<file path="config.mk">
export PLATFORM = sky130hd
export DESIGN_NAME = inbound_window_xlate
export DESIGN_NICKNAME = d
export VERILOG_FILES = /design/src/rtl/ibw_pkg.sv /design/src/rtl/ibw_regs.sv /design/src/rtl/ibw_match.sv /design/src/rtl/ibw_xlate.sv /design/src/rtl/inbound_window_xlate.sv
export SDC_FILE = /design/constraint.sdc
export NUM_CORES = 1
export LEC_CHECK = 0
export BUFFER_PORTS_ARGS = -buffer_cell sky130_fd_sc_hd__buf_2
export CELL_PAD_IN_SITES_DETAIL_PLACEMENT = 2
export CELL_PAD_IN_SITES_GLOBAL_PLACEMENT = 2
export CORE_ASPECT_RATIO = 1.5
export CORE_MARGIN = 10
export CORE_UTILIZATION = 34
export CTS_CLUSTER_DIAMETER = 150
export DETAILED_ROUTE_END_ITERATION = 6
export PLACE_DENSITY_LB_ADDON = 0.1
export RECOVER_POWER = 100
export SYNTH_ARGS = -nofsm -noshare
export SYNTH_HDL_FRONTEND = slang
export SYNTH_SLANG_ARGS = --single-unit
</file>
<file path="constraint.sdc">
create_clock -name clk -period 4.62 [get_ports clk]
set_input_delay 0.693 -clock clk [delete_from_list [all_inputs] [get_ports clk]]
set_output_delay 0.693 -clock clk [all_outputs]
set_load 0.005 [all_outputs]
</file>
<file path="src/rtl/ibw_pkg.sv">
package ibw_pkg;
  localparam int ADDR_W = 32;
  localparam int UX_W   = 4;

  typedef enum logic [2:0] {
    SEL_BASE  = 3'd0,
    SEL_LIMIT = 3'd1,
    SEL_XLAT  = 3'd2,
    SEL_UXLAT = 3'd3,
    SEL_UBASE = 3'd4
  } reg_sel_e;

  localparam logic [3:0] CMD_MEM_RD = 4'b0110;
  localparam logic [3:0] CMD_MEM_WR = 4'b0111;

  typedef struct packed {
    logic [ADDR_W-1:0] base;
    logic [ADDR_W-1:0] limit;
    logic [ADDR_W-1:0] xlat;
    logic [UX_W-1:0]   uxlat;
    logic [ADDR_W-1:0] ubase;
  } win_cfg_t;
endpackage

</file>
<file path="src/rtl/ibw_regs.sv">
module ibw_regs
  import ibw_pkg::*;
(
  input  logic              clk,
  input  logic              rst,
  input  logic              we,
  input  logic [2:0]        sel,
  input  logic [ADDR_W-1:0] wdata,
  output win_cfg_t          cfg
);
  always_ff @(posedge clk) begin
    if (rst) begin
      cfg <= '0;
    end else if (we) begin
      case (sel)
        SEL_BASE:  cfg.base  <= wdata;
        SEL_LIMIT: cfg.limit <= wdata;
        SEL_XLAT:  cfg.xlat  <= wdata;
        SEL_UXLAT: cfg.uxlat <= wdata[UX_W-1:0];
        SEL_UBASE: cfg.ubase <= wdata;
        default: ;
      endcase
    end
  end
endmodule

</file>
<file path="src/rtl/ibw_match.sv">
module ibw_match
  import ibw_pkg::*;
(
  input  win_cfg_t          cfg,
  input  logic [ADDR_W-1:0] addr_lo,
  input  logic [ADDR_W-1:0] addr_hi,
  input  logic              dual_cycle,
  input  logic [3:0]        cmd,
  output logic              hit
);
  logic is_mem, lo_ok, hi_ok;

  always_comb begin
    is_mem = (cmd == CMD_MEM_RD) || (cmd == CMD_MEM_WR);
    lo_ok  = (cfg.limit != '0) && ((addr_lo & cfg.limit) == cfg.base);
    hi_ok  = !dual_cycle || (addr_hi == cfg.ubase);
    hit    = is_mem && lo_ok && hi_ok;
  end
endmodule

</file>
<file path="src/rtl/ibw_xlate.sv">
module ibw_xlate
  import ibw_pkg::*;
#(
  parameter int MSG_BYTES = 8192
) (
  input  win_cfg_t               cfg,
  input  logic [ADDR_W-1:0]      addr_lo,
  output logic [ADDR_W+UX_W-1:0] xaddr,
  output logic                   in_msg
);
  localparam int MSG_LSB = $clog2(MSG_BYTES);
  logic [ADDR_W-1:0] offset;

  always_comb begin
    offset = addr_lo & ~cfg.limit;
    in_msg = (offset[ADDR_W-1:MSG_LSB] == '0);
    xaddr  = {cfg.uxlat, offset | cfg.xlat};
  end
endmodule

</file>
<file path="src/rtl/inbound_window_xlate.sv">
module inbound_window_xlate
  import ibw_pkg::*;
#(
  parameter int MSG_BYTES = 8192
) (
  input  logic                   clk,
  input  logic                   rst,
  input  logic                   reg_we,
  input  logic [2:0]             reg_sel,
  input  logic [ADDR_W-1:0]      reg_wdata,
  input  logic                   addr_valid,
  input  logic [ADDR_W-1:0]      addr_lo,
  input  logic [ADDR_W-1:0]      addr_hi,
  input  logic                   dual_cycle,
  input  logic [3:0]             cmd,
  input  logic                   pcix_mode,
  input  logic                   burst_linear,
  output logic                   claim,
  output logic [ADDR_W+UX_W-1:0] xlat_addr,
  output logic                   msg_sel,
  output logic                   disc_req
);
  localparam int XW = ADDR_W + UX_W;

  win_cfg_t        cfg;
  logic            hit, in_msg, take;
  logic [XW-1:0]   xaddr;

  ibw_regs u_regs (
    .clk(clk), .rst(rst), .we(reg_we), .sel(reg_sel), .wdata(reg_wdata), .cfg(cfg)
  );

  ibw_match u_match (
    .cfg(cfg), .addr_lo(addr_lo), .addr_hi(addr_hi),
    .dual_cycle(dual_cycle), .cmd(cmd), .hit(hit)
  );

  ibw_xlate #(.MSG_BYTES(MSG_BYTES)) u_xlate (
    .cfg(cfg), .addr_lo(addr_lo), .xaddr(xaddr), .in_msg(in_msg)
  );

  assign take = addr_valid && hit;

  always_ff @(posedge clk) begin
    if (rst) begin
      claim     <= 1'b0;
      xlat_addr <= '0;
      msg_sel   <= 1'b0;
      disc_req  <= 1'b0;
    end else begin
      claim     <= take;
      msg_sel   <= take && in_msg;
      xlat_addr <= (take && !in_msg) ? xaddr : '0;
      disc_req  <= take && !pcix_mode && !burst_linear;
    end
  end


  claim_needs_strobe_chk: assert property (@(posedge clk) disable iff (rst)
    claim |-> $past(addr_valid));

  claim_mem_cmd_chk: assert property (@(posedge clk) disable iff (rst)
    claim |-> ($past(cmd) == CMD_MEM_RD || $past(cmd) == CMD_MEM_WR));

  idle_quiet_chk: assert property (@(posedge clk) disable iff (rst)
    !claim |-> (xlat_addr == '0 && !msg_sel && !disc_req));

  pcix_no_disc_chk: assert property (@(posedge clk) disable iff (rst)
    disc_req |-> !$past(pcix_mode));

  msg_zero_addr_chk: assert property (@(posedge clk) disable iff (rst)
    msg_sel |-> (claim && xlat_addr == '0));
endmodule

</file>
Word level (Yosys, flattened, before mapping)
Index checks and enable logic that the tools add are counted.

Flip-flop bits (word level): 171. Latch bits: 0. Memory bits (writable): 0. Bits in read-only memories: 0. Bits of input ports: 110. Output and inout port bits: 39. Memories: 0.

$add $sub $neg: 0. Multiply operators: 0. Divide/modulo/power cells: 0. Order comparisons: 0. Equal/unequal tests: 8. Shift-type cells: 0. Muxes and demuxes: 0. Bitwise operators: 5. Reduce and logical (&&, ||, !) cells: 23.

Operators by type and width (count): 32-bit AND (2); 32-bit equality test (2); 32-bit NOT (1); 32-bit bitwise OR (1); 32-bit nonzero test (1); 19-bit zero test (1); 2-bit AND reduction (5); 4-bit by 3-bit equality test with 1-bit output (second input constant) (2); 1-bit logical AND (8); 3-bit by 2-bit equality test with 1-bit output (second input constant) (2); 1-bit zero test (4); 3-bit by 1-bit equality test with 1-bit output (second input constant) (1); 3-bit equality test (second input constant) (1); 3-bit zero test (1); 1-bit logical OR (2); 2-bit OR reduction (1); 1-bit NOT (1).

Depth between registers and ports, before layout
Gate-level depths: netlist of the first run.

Depth in word-level cells: 9. Gate-level depth with buffers: 8. Gate-level depth less buffers: 5.

Modules after synthesis
Synthesis of the first run repeated with hierarchy kept, for this count alone.

Cell total of the unflattened synthesis: 760. Area, all modules: 7761.2 um^2.

By module, submodules not included: ibw_regs (instances 1, cells each 468, area each 5248.8 um^2); inbound_window_xlate (instances 1, cells each 83, area each 1077.3 um^2); ibw_match (instances 1, cells each 133, area each 920.9 um^2); ibw_xlate (instances 1, cells each 76, area each 514.2 um^2).

Worst setup path after synthesis of the first run
OpenSTA, ideal clock, no wires.

Kind: input -> register. From: input rst. To: register xlat_addr[21]. Library setup time: 0.088 ns. Arrival: 1.954 ns. Data required time: 4.532 ns. Path slack: 2.578 ns. Cell stages on the path: 8. Path through: buf_2 and4bb_1 o211ai_1 nor4_1 nand4_1 buf_2 buf_6 nor4_2.

Word-level cells in the longest chain between the ends: 1.

Ends and longest elaborated chain: from (decl) (RTL line inbound_window_xlate.sv:7) `input logic rst,`; 2-bit OR reduction (no line); to (signal assigned) (RTL line inbound_window_xlate.sv:53) `xlat_addr <= (take && !in_msg) ? xaddr : '0;`; to (decl) (RTL line inbound_window_xlate.sv:19) `output logic [ADDR_W+UX_W-1:0] xlat_addr,`.

Every way passes these cells. A chain may end at the register's enable or synchronous reset.

Final worst setup path of the first run
From: input reg_we. To: register u_regs.cfg[69] (netlist name).

Word-level cells in the longest chain between the ends: 1.

Ends and longest elaborated chain: from (decl) (RTL line inbound_window_xlate.sv:8) `input logic reg_we,`; 2-bit AND reduction (no line).

Every way passes these cells.

==> run summary, run 1 <==
outcome: finished with violations
failing checks: max-capacitance violations, max-slew violations
pin count of the biggest net entering global routing: 78
total negative setup slack: 0 ns
Lkg Pwr: 0.00300 uW
switching share of power: 0.251
met1 WL: 11600 um
hold wc startpoint: u_regs.cfg[36]
Worst R2R End: xlat_addr[25]
initial antenna violation count: 0
Syn Area/Cell: 8.01 sq um
register area share after synthesis: 0.482
Post-DP HPWL: 20500 um
worst-case vdd ir drop: 0.000263 V
initial DRC count: 275
Internal Power: 2450 uW
Clock Sinks: 171
first-pass GRT wire length: 43400 um
worst skew pair latency: 0.43 ns
total track usage: 0.209
Yosys warnings: 0
r2r setup slk: 1.36 ns
Post-CTS Setup Inserts: 0
Root Buffer: clkbuf_16
Mapped Cells: 886
Clock power frac: 0.440
Mapped Nets: 996
Final Hold Fails: 0
Clock Tree Buf Depth: 2
Yosys top cell by area: dfxtp_1
port bufs: 147
fmax: 303 MHz
CP startpoint kind: input port
CTS resizes: 0
share of layout cells above drive strength 1: 0.159
row cnt: 64
vias per cell: 5.35
combinational share of power: 0.095
# setup viols final: 0
Worst Skew: 0.0118 ns
Post-Place Cells: 1248
CP endpoint kind: register
Max-slew headroom: -0.739
total congestion overflow: 0
Max Used Layer: met4
total power: 3270 uW
measured slew at the worst slew-check pin: 2.60 ns
P per Cell Area: 383 nW/um^2
area of the mapped netlist: 7100 sq um
synth unique cells: 35
R2R cell count: 5
RSZ-0062 raised after global routing: no
worst r2r src: u_regs.cfg[82]
gpl congestion: 0.806
antenna-violating nets left: 0
Hold Path End: u_regs.cfg[36]
fin nets: 1113
CTS Hold Bufs: 0
synthesis-to-finish area growth: 20.1%
top area cells in the synthesized netlist: dfxtp_1 (48%), nand2_1 (15%), a21oi_1 (9.5%)
H-tree levels: 4
Yosys top cell area share: 0.482
Post-Route WL: 28200 um
DR WL met2: 14500 um
Min-Delay Path Class: reg2reg
vias post-DR: 6838
maximum fanout along the worst path: 32
min cycle time layout: 3.30 ns
CTS tree: built
synthesized flop and latch total: 171
wire per inst: 22.1 um
final non-filler cell total: 1278
full die area: 27200 sq um
Max-Cap Viols: 5
Num CTS Buffers: 17
Hold Path Depth: 2
Arr. time, crit path: 3.64 ns
IO Count: 149
initial core utilization: 0.346
Reg clk slew, reported paths: 0.06 ns
fin. max-slew vios: 217
Tcrit/Tclk final: 0.715
Die Wd: 138 um
Antenna Cells: 0
CP Class: in2reg
Crit path required time: 4.95 ns
DR WL met3: 1230 um
Pre-antenna DRT Iters: 4
Residual DRC: 0
height of the die: 197 um
core area: 20500 sq um
Sw Pwr: 820 uW
vias in the first global route: 7604
Seq pwr share: 0.465
Yosys cell counts, drive strengths merged:
| cell | number |
|---|---|
| o22a | 1 |
| o21ai | 5 |
| and4bb | 1 |
| and3b | 3 |
| nor2 | 9 |
| nand2b | 2 |
| and2 | 1 |
| nor4 | 55 |
| a21oi | 135 |
| or2 | 1 |
| nor3 | 2 |
| a21o | 2 |
| xnor2 | 53 |
| nand3 | 4 |
| nor2b | 32 |
| nand4 | 12 |
| clkbuf | 52 |
| a21boi | 3 |
| dfxtp | 171 |
| and3 | 8 |
| a211oi | 2 |
| mux2i | 4 |
| nor4b | 2 |
| o2111ai | 1 |
| nand2 | 280 |
| and4b | 1 |
| o211ai | 1 |
| o22ai | 33 |
| nand3b | 1 |
| buf | 9 |
layer usage:
metal / up-vias / track usage
li1: 3245 / -
met1: 3411 / 0.241
met2: 148 / 0.370
met3: 34 / 0.0395
met4: 0 / 0.0763
met5: - / 0
final cells by class:
| cell class | instances | area (sq um) |
|---|---|---|
| well taps | 264 | 330 |
| clock buffers | 23 | 488 |
| fillers | 2434 | 12000 |
| clock inverters | 7 | 90.1 |
| repair buffers | 159 | 781 |
| multi-input cells | 654 | 3410 |
| flip-flops and latches | 171 | 3420 |
power by group through the flow:
| stage | Clock [uW] | Combinational (uW) | Sequential, uW |
|---|---|---|---|
| final | 1440 | 312 | 1520 |
| after global routing | 1530 | 341 | 1520 |
| after CTS | 1460 | 326 | 1520 |
| after detailed placement | 0 | 325 | 1550 |
| after global placement | 0 | 318 | 1550 |
| after floorplan | 0 | 171 | 1550 |
state kept, by name, summed over array words and instances, names as in the netlist:
register    cells
msg_sel         1
claim           1
disc_req        1
xlat_addr      36
u_regs.cfg    132
layout by cell type (no fill, tap or decap), drive strengths merged, types with 9 or more instances in the layout:
cell type	Yosys	final
clkbuf	52	57
buf	9	125
nand4	12	12
o22ai	33	33
dfxtp	171	171
nand2	280	280
a21oi	135	135
xnor2	53	53
nor2b	32	32
nor2	9	9
nor4	55	55
how the worst max path moves through the flow:
stage                endpoint  depth (start not counted)  slack, ns      startpoint
6_report       u_regs.cfg[69]                          6       1.32          reg_we
3_5_place_dp    xlat_addr[20]                          6       1.43     addr_lo[14]
5_1_grt        u_regs.cfg[69]                          6       0.97          reg_we
4_1_cts          xlat_addr[1]                          5       1.70  u_regs.cfg[82]
2_1_floorplan   xlat_addr[21]                          8       2.58             rst
3_3_place_gp          msg_sel                          6       1.54     addr_lo[14]
kinds of logic after synthesis:
kind of cell / count (synthesis) / synth area share
AND/OR/NAND/NOR: 414 / 0.273
AO/OA/AOI/OAI: 183 / 0.139
multiplexers: 4 / 0.00564
buffers and inverters: 61 / 0.0346
flip-flops: 171 / 0.482
XOR/XNOR: 53 / 0.0654
stage by stage:
step | hold WS, ns | instance area [sq um] | setup slack (ns) | utilization
CTS | 0.460 | 8630 | 1.70 | 0.421
floorplan | 0.431 | 7100 | 2.58 | -
global route | 0.473 | 8520 | 0.966 | 0.416
finish | 0.459 | 8520 | 1.32 | 0.416
detailed placement | 0.447 | 8050 | 1.43 | 0.393
global placement | 0.441 | 8050 | 1.54 | 0.393
critical path, stage by stage:
cell and delay [ns]:
clkbuf_1 0.10, nor2b_1 0.34, nand2_1 0.12, nor2_1 1.90, nand2_1 0.23, a21oi_1 0.23
No activity file was read; power rests on OpenSTA's default activity.
==> run 2: changes to the inputs <==
--- a/config.mk
+++ b/config.mk
@@ -10,7 +10,7 @@
 export CELL_PAD_IN_SITES_GLOBAL_PLACEMENT = 2
 export CORE_ASPECT_RATIO = 1.5
 export CORE_MARGIN = 10
-export CORE_UTILIZATION = 34
+export CORE_UTILIZATION = 31
 export CTS_CLUSTER_DIAMETER = 150
 export DETAILED_ROUTE_END_ITERATION = 6
 export PLACE_DENSITY_LB_ADDON = 0.1
==> constraint.sdc (replaced) <==
create_clock -name clk -period 3.13 [get_ports clk]
set_input_delay 0.4695 -clock clk [delete_from_list [all_inputs] [get_ports clk]]
set_output_delay 0.4695 -clock clk [all_outputs]
set_load 0.005 [all_outputs]
==> run 2 against run 1 <==
The run still ends with max-capacitance violations, max-slew violations left. Via count down 0.28%. Clock skew shrank 0.0020 ns. Die area grew 8.5%. Sequential power rose by 47%. Worst hold slack lost 0.14 ns. Routed wire length is 1.6% higher. Sequential share of layout area decreased by 0.40 points. Highest routed layer unchanged.
==> run summary, run 2 (same netlist as run 1, synthesis figures left out) <==
IO Count: 149
fmax: 399 MHz
Lkg Pwr: 0.00300 uW
Largest stage delay, worst path: 1.30 ns
fin. max-slew vios: 109
commonest non-fill, non-tap cell in the layout: nand2_1
Worst path slowest cell: clkbuf_2
# setup viols final: 0
Post-DP HPWL: 20600 um
vias in the first global route: 7556
P per Cell Area: 588 nW/um^2
synthesis-to-finish area growth: 21.3%
Max-Cap Viols: 2
Fill cells: 2650
Clock Sinks: 171
initial antenna violation count: 1
CP Class: in2reg
Post-Route WL: 28600 um
initial DRC count: 284
worst-case vdd ir drop: 0.000391 V
worst skew pair latency: 0.45 ns
Pre-antenna DRT Iters: 4
core area: 22500 sq um
first-pass GRT wire length: 43800 um
multi-input combinational cell area: 3400 sq um
total negative setup slack: 0 ns
vias per cell: 5.26
height of the die: 205 um
fin nets: 1117
Clock Tree Buf Depth: 2
CP startpoint kind: input port
Final WS setup: 0.625 ns
Reg clk slew, reported paths: 0.06 ns
CTS tree: built
Tcrit/Tclk final: 0.800
CP endpoint kind: register
outcome: finished with violations
CTS resizes: 0
total track usage: 0.197
CTS Hold Bufs: 0
cells along the critical path: clkbuf_1 -> clkbuf_2 -> buf_4 -> a21oi_1
antenna-violating nets left: 0
Final Hold Fails: 0
port bufs: 147
Register Area: 3420 sq um
largest register by flop count: u_regs.cfg
Post-CTS Setup Inserts: 0
Largest delay share family, worst path: buffers and inverters
Worst Skew: 0.00982 ns
commonest cells after routing, fill and taps aside: nand2_1 (280), dfxtp_1 (171), a21oi_1 (135), buf_2 (107), nor4_1 (55)
Placed Instance Area: 8090 sq um
full die area: 29500 sq um
H-tree levels: 4
Hold WS: 0.315 ns
Residual DRC: 0
total congestion overflow: 0
wire per inst: 22.1 um
pin count of the biggest net entering global routing: 76
maximum fanout along the worst path: 75
failing checks: max-capacitance violations, max-slew violations
gpl congestion: 0.770
min cycle time layout: 2.50 ns
max reg flops: 132
Place WS: 0.711 ns
share of layout cells above drive strength 1: 0.151
design area: 8610 sq um
measured slew at the worst slew-check pin: 1.84 ns
Max-slew headroom: -0.224
initial core utilization: 0.316
RSZ-0062 raised after global routing: no
Root Buffer: clkbuf_16
Min-Delay Path Class: in2reg
biggest regs: u_regs.cfg: 132 flops, xlat_addr: 36 flops
row cnt: 67
Die Wd: 144 um
Buf/Inv on CP: 3
vias post-DR: 6819
Num CTS Buffers: 17
Arr. time, crit path: 2.80 ns
Crit path required time: 3.43 ns
run 2: tightest hold or removal path: stages:
cell and delay [ns]:
buf_2 0.13, nand2_1 0.06, a21oi_1 0.05
run 2: metrics by stage:
stage / util / cells / total power (uW)
2_1_floorplan: - / 886 / 2530
3_3_place_gp: 0.360 / 1264 / 2770
3_5_place_dp: 0.360 / 1264 / 2780
4_1_cts: 0.388 / 1296 / 5110
5_1_grt: 0.383 / 1297 / 5250
6_report: 0.383 / 1297 / 5060
run 2: cell type report:
class	count	area share
Clock inverter	12	0.0228
Timing Repair Buffer	163	0.0929
Antenna cell	1	0.000291
Sequential cell	171	0.398
Tap cell	276	0.0401
Clock buffer	20	0.0507
Multi-Input combinational cell	654	0.395
run 2: path summary, 6_finish.rpt:
kind | start | endpoint | slack, ns | cells after the start
worst min-delay path | reg_wdata[17] | u_regs.cfg[117] | 0.31 | 3
worst max register to register | u_regs.cfg[3] | xlat_addr[20] | 0.87 | 6
worst max-delay path | rst | u_regs.cfg[25] | 0.63 | 4
worst min register to register | u_regs.cfg[39] | u_regs.cfg[39] | 0.46 | 2
run 2: metal layers:
metal / vias to the layer above / track usage / wire length (um)
met1: 3379 / 0.225 / 11900
met5: - / 0 / 0
met2: 152 / 0.352 / 14800
met3: 31 / 0.0422 / 1320
li1: 3257 / - / -
met4: 0 / 0.0662 / 539
run 2: power by group:
part / switching (uW) / internal (uW) / total (uW)
clock: 930 / 1410 / 2340
combinational: 316 / 162 / 478
sequential: 27.7 / 2210 / 2240
==> run 3: changes to the inputs <==
--- a/config.mk
+++ b/config.mk
@@ -10,7 +10,7 @@
 export CELL_PAD_IN_SITES_GLOBAL_PLACEMENT = 2
 export CORE_ASPECT_RATIO = 1.5
 export CORE_MARGIN = 10
-export CORE_UTILIZATION = 31
+export CORE_UTILIZATION = 28
 export CTS_CLUSTER_DIAMETER = 150
 export DETAILED_ROUTE_END_ITERATION = 6
 export PLACE_DENSITY_LB_ADDON = 0.1
==> constraint.sdc (replaced) <==
create_clock -name clk -period 2.14 [get_ports clk]
set_input_delay 0.321 -clock clk [delete_from_list [all_inputs] [get_ports clk]]
set_output_delay 0.321 -clock clk [all_outputs]
set_load 0.005 [all_outputs]
==> run 3 against run 2 <==
The flow now finishes without violations. Non-clock buffer count grew 3. Global-route usage shrank 1.6 points. Via count fell by 0.88%. Die area increased by 9.4%. Clock skew decreased by 0.0011 ns. Final area grew 2.0%. Critical path depth is 3 higher. Sequential power up 46%. Worst hold slack worse by 0.15 ns. Clock power increased by 29%. Utilization shrank 3.3 points. Critical endpoint is now xlat_addr[33]. Largest power group is now registers.
==> run summary, run 3 (same netlist as run 1, synthesis figures left out) <==
outcome: finished, final reports clean
max reg flops: 132
Final Hold Fails: 0
DR WL met3: 1260 um
antenna-violating nets left: 0
Post-DP HPWL: 21000 um
initial antenna violation count: 0
Max-Cap Viols: 0
port bufs: 147
Reg clk slew, reported paths: 0.06 ns
design area: 8780 sq um
Min-Delay Path Class: in2reg
worst skew pair latency: 0.43 ns
RSZ-0062 raised after global routing: no
maximum fanout along the worst path: 39
Placed Instance Area: 8290 sq um
Tcrit/Tclk final: 0.932
min cycle time layout: 1.99 ns
Arr. time, crit path: 2.31 ns
row cnt: 71
Max-slew headroom: 0.379
Clock Sinks: 171
fmax: 501 MHz
vias post-DR: 6759
Root Buffer: clkbuf_16
commonest cells after routing, fill and taps aside: nand2_1 (280), dfxtp_1 (170), a21oi_1 (135), buf_2 (113), xnor2_1 (53)
Hold WS: 0.165 ns
core area: 25100 sq um
fin nets: 1120
CTS Hold Bufs: 0
Worst Skew: 0.00875 ns
CP endpoint kind: register
P per Cell Area: 801 nW/um^2
initial core utilization: 0.283
measured slew at the worst slew-check pin: 0.932 ns
fin. max-slew vios: 0
Num CTS Buffers: 17
total track usage: 0.181
DR WL met2: 15100 um
vias in the first global route: 7311
Die Wd: 150 um
met1 WL: 12200 um
Residual DRC: 0
height of the die: 215 um
cells along the critical path: nand3_1 -> a211oi_2 -> buf_4 -> and4b_1 -> nand4_1 -> buf_12 -> nor4_1
Antenna Cells: 0
Pre-antenna DRT Iters: 4
multi-input combinational cell area: 3450 sq um
synthesis-to-finish area growth: 23.7%
CP startpoint kind: register
vias per cell: 5.01
largest register by flop count: u_regs.cfg
total congestion overflow: 0
first-pass GRT wire length: 44500 um
CP Class: reg2reg
Largest stage delay, worst path: 0.45 ns
worst-case vdd ir drop: 0.000536 V
initial DRC count: 273
Fill cells: 2976
Crit path required time: 2.46 ns
Post-Route WL: 29200 um
Register Area: 3420 sq um
Lkg Pwr: 0.00306 uW
H-tree levels: 4
share of layout cells above drive strength 1: 0.169
gpl congestion: 0.780
biggest regs: u_regs.cfg: 132 flops, xlat_addr: 36 flops
Worst path slowest cell: dfxtp_1
Max Used Layer: met4
# setup viols final: 0
full die area: 32200 sq um
IO Count: 149
wire per inst: 21.6 um
pin count of the biggest net entering global routing: 133
Clock Tree Buf Depth: 2
commonest non-fill, non-tap cell in the layout: nand2_1
CTS tree: built
run 3: changes by cell type in the layout (fill, tap and decap cells not counted), moves of 5 or more:
| cell | change |
|---|---|
| nor4_2 | +7 |
| buf_12 | +9 |
| buf_2 | +6 |
| nor4_1 | -7 |
| buf_4 | -8 |
| clkbuf_1 | -5 |
run 3: worst max-delay path: cells and delay by family, from the launching register on:
family | cells | cell delay [ns]
simple gates | 4 | 0.76
compound gates | 1 | 0.27
flops | 1 | 0.45
buf+inv | 2 | 0.39
run 3: worst paths after layout:
kind / end / cells after the start / from / slack (ns)
setup reg to reg: xlat_addr[33] / 7 / u_regs.cfg[84] / 0.15
hold / removal: disc_req / 3 / burst_linear / 0.16
setup / recovery: xlat_addr[33] / 7 / u_regs.cfg[84] / 0.15
hold reg to reg: u_regs.cfg[66] / 2 / u_regs.cfg[66] / 0.46
run 3: final cells by class:
type	instances	share of cell area
clock buffer	24	0.0560
clock inverter	7	0.00741
multi-input combinational	654	0.393
sequential	171	0.390
tap	328	0.0467
timing repair buffer	166	0.107
run 3: power by group:
group	leakage (uW)	switching (uW)	internal [uW]
Sequential	0.00138	41.8	3240
Combinational	0.00141	478	269
Clock	0.000272	1290	1710
run 3: what timing repair did:
action | in CTS | in global routing
resized for setup | 0 | 6
endpoints found under the setup margin | 0 | 24
buffers inserted | 0 | 0
run 3: metal layers:
metal | vias to the layer above | global-route usage
met2 | 145 | 0.320
met4 | 0 | 0.0572
met3 | 26 | 0.0358
met5 | - | 0
li1 | 3260 | -
met1 | 3328 | 0.212
run 3: metrics by stage:
| stage | util | setup TNS, ns | worst slack (ns) | total power (uW) | cells |
|---|---|---|---|---|---|
| global route | 0.351 | 0 | 0.00883 | 7310 | 1350 |
| floorplan | - | 0 | 0.470 | 3710 | 886 |
| CTS | 0.353 | 0 | 0.0444 | 7120 | 1350 |
| finish | 0.351 | 0 | 0.146 | 7030 | 1350 |
| global placement | 0.331 | 0 | 0.128 | 4110 | 1319 |
| detailed placement | 0.331 | -0.00877 | -0.00877 | 4120 | 1319 |
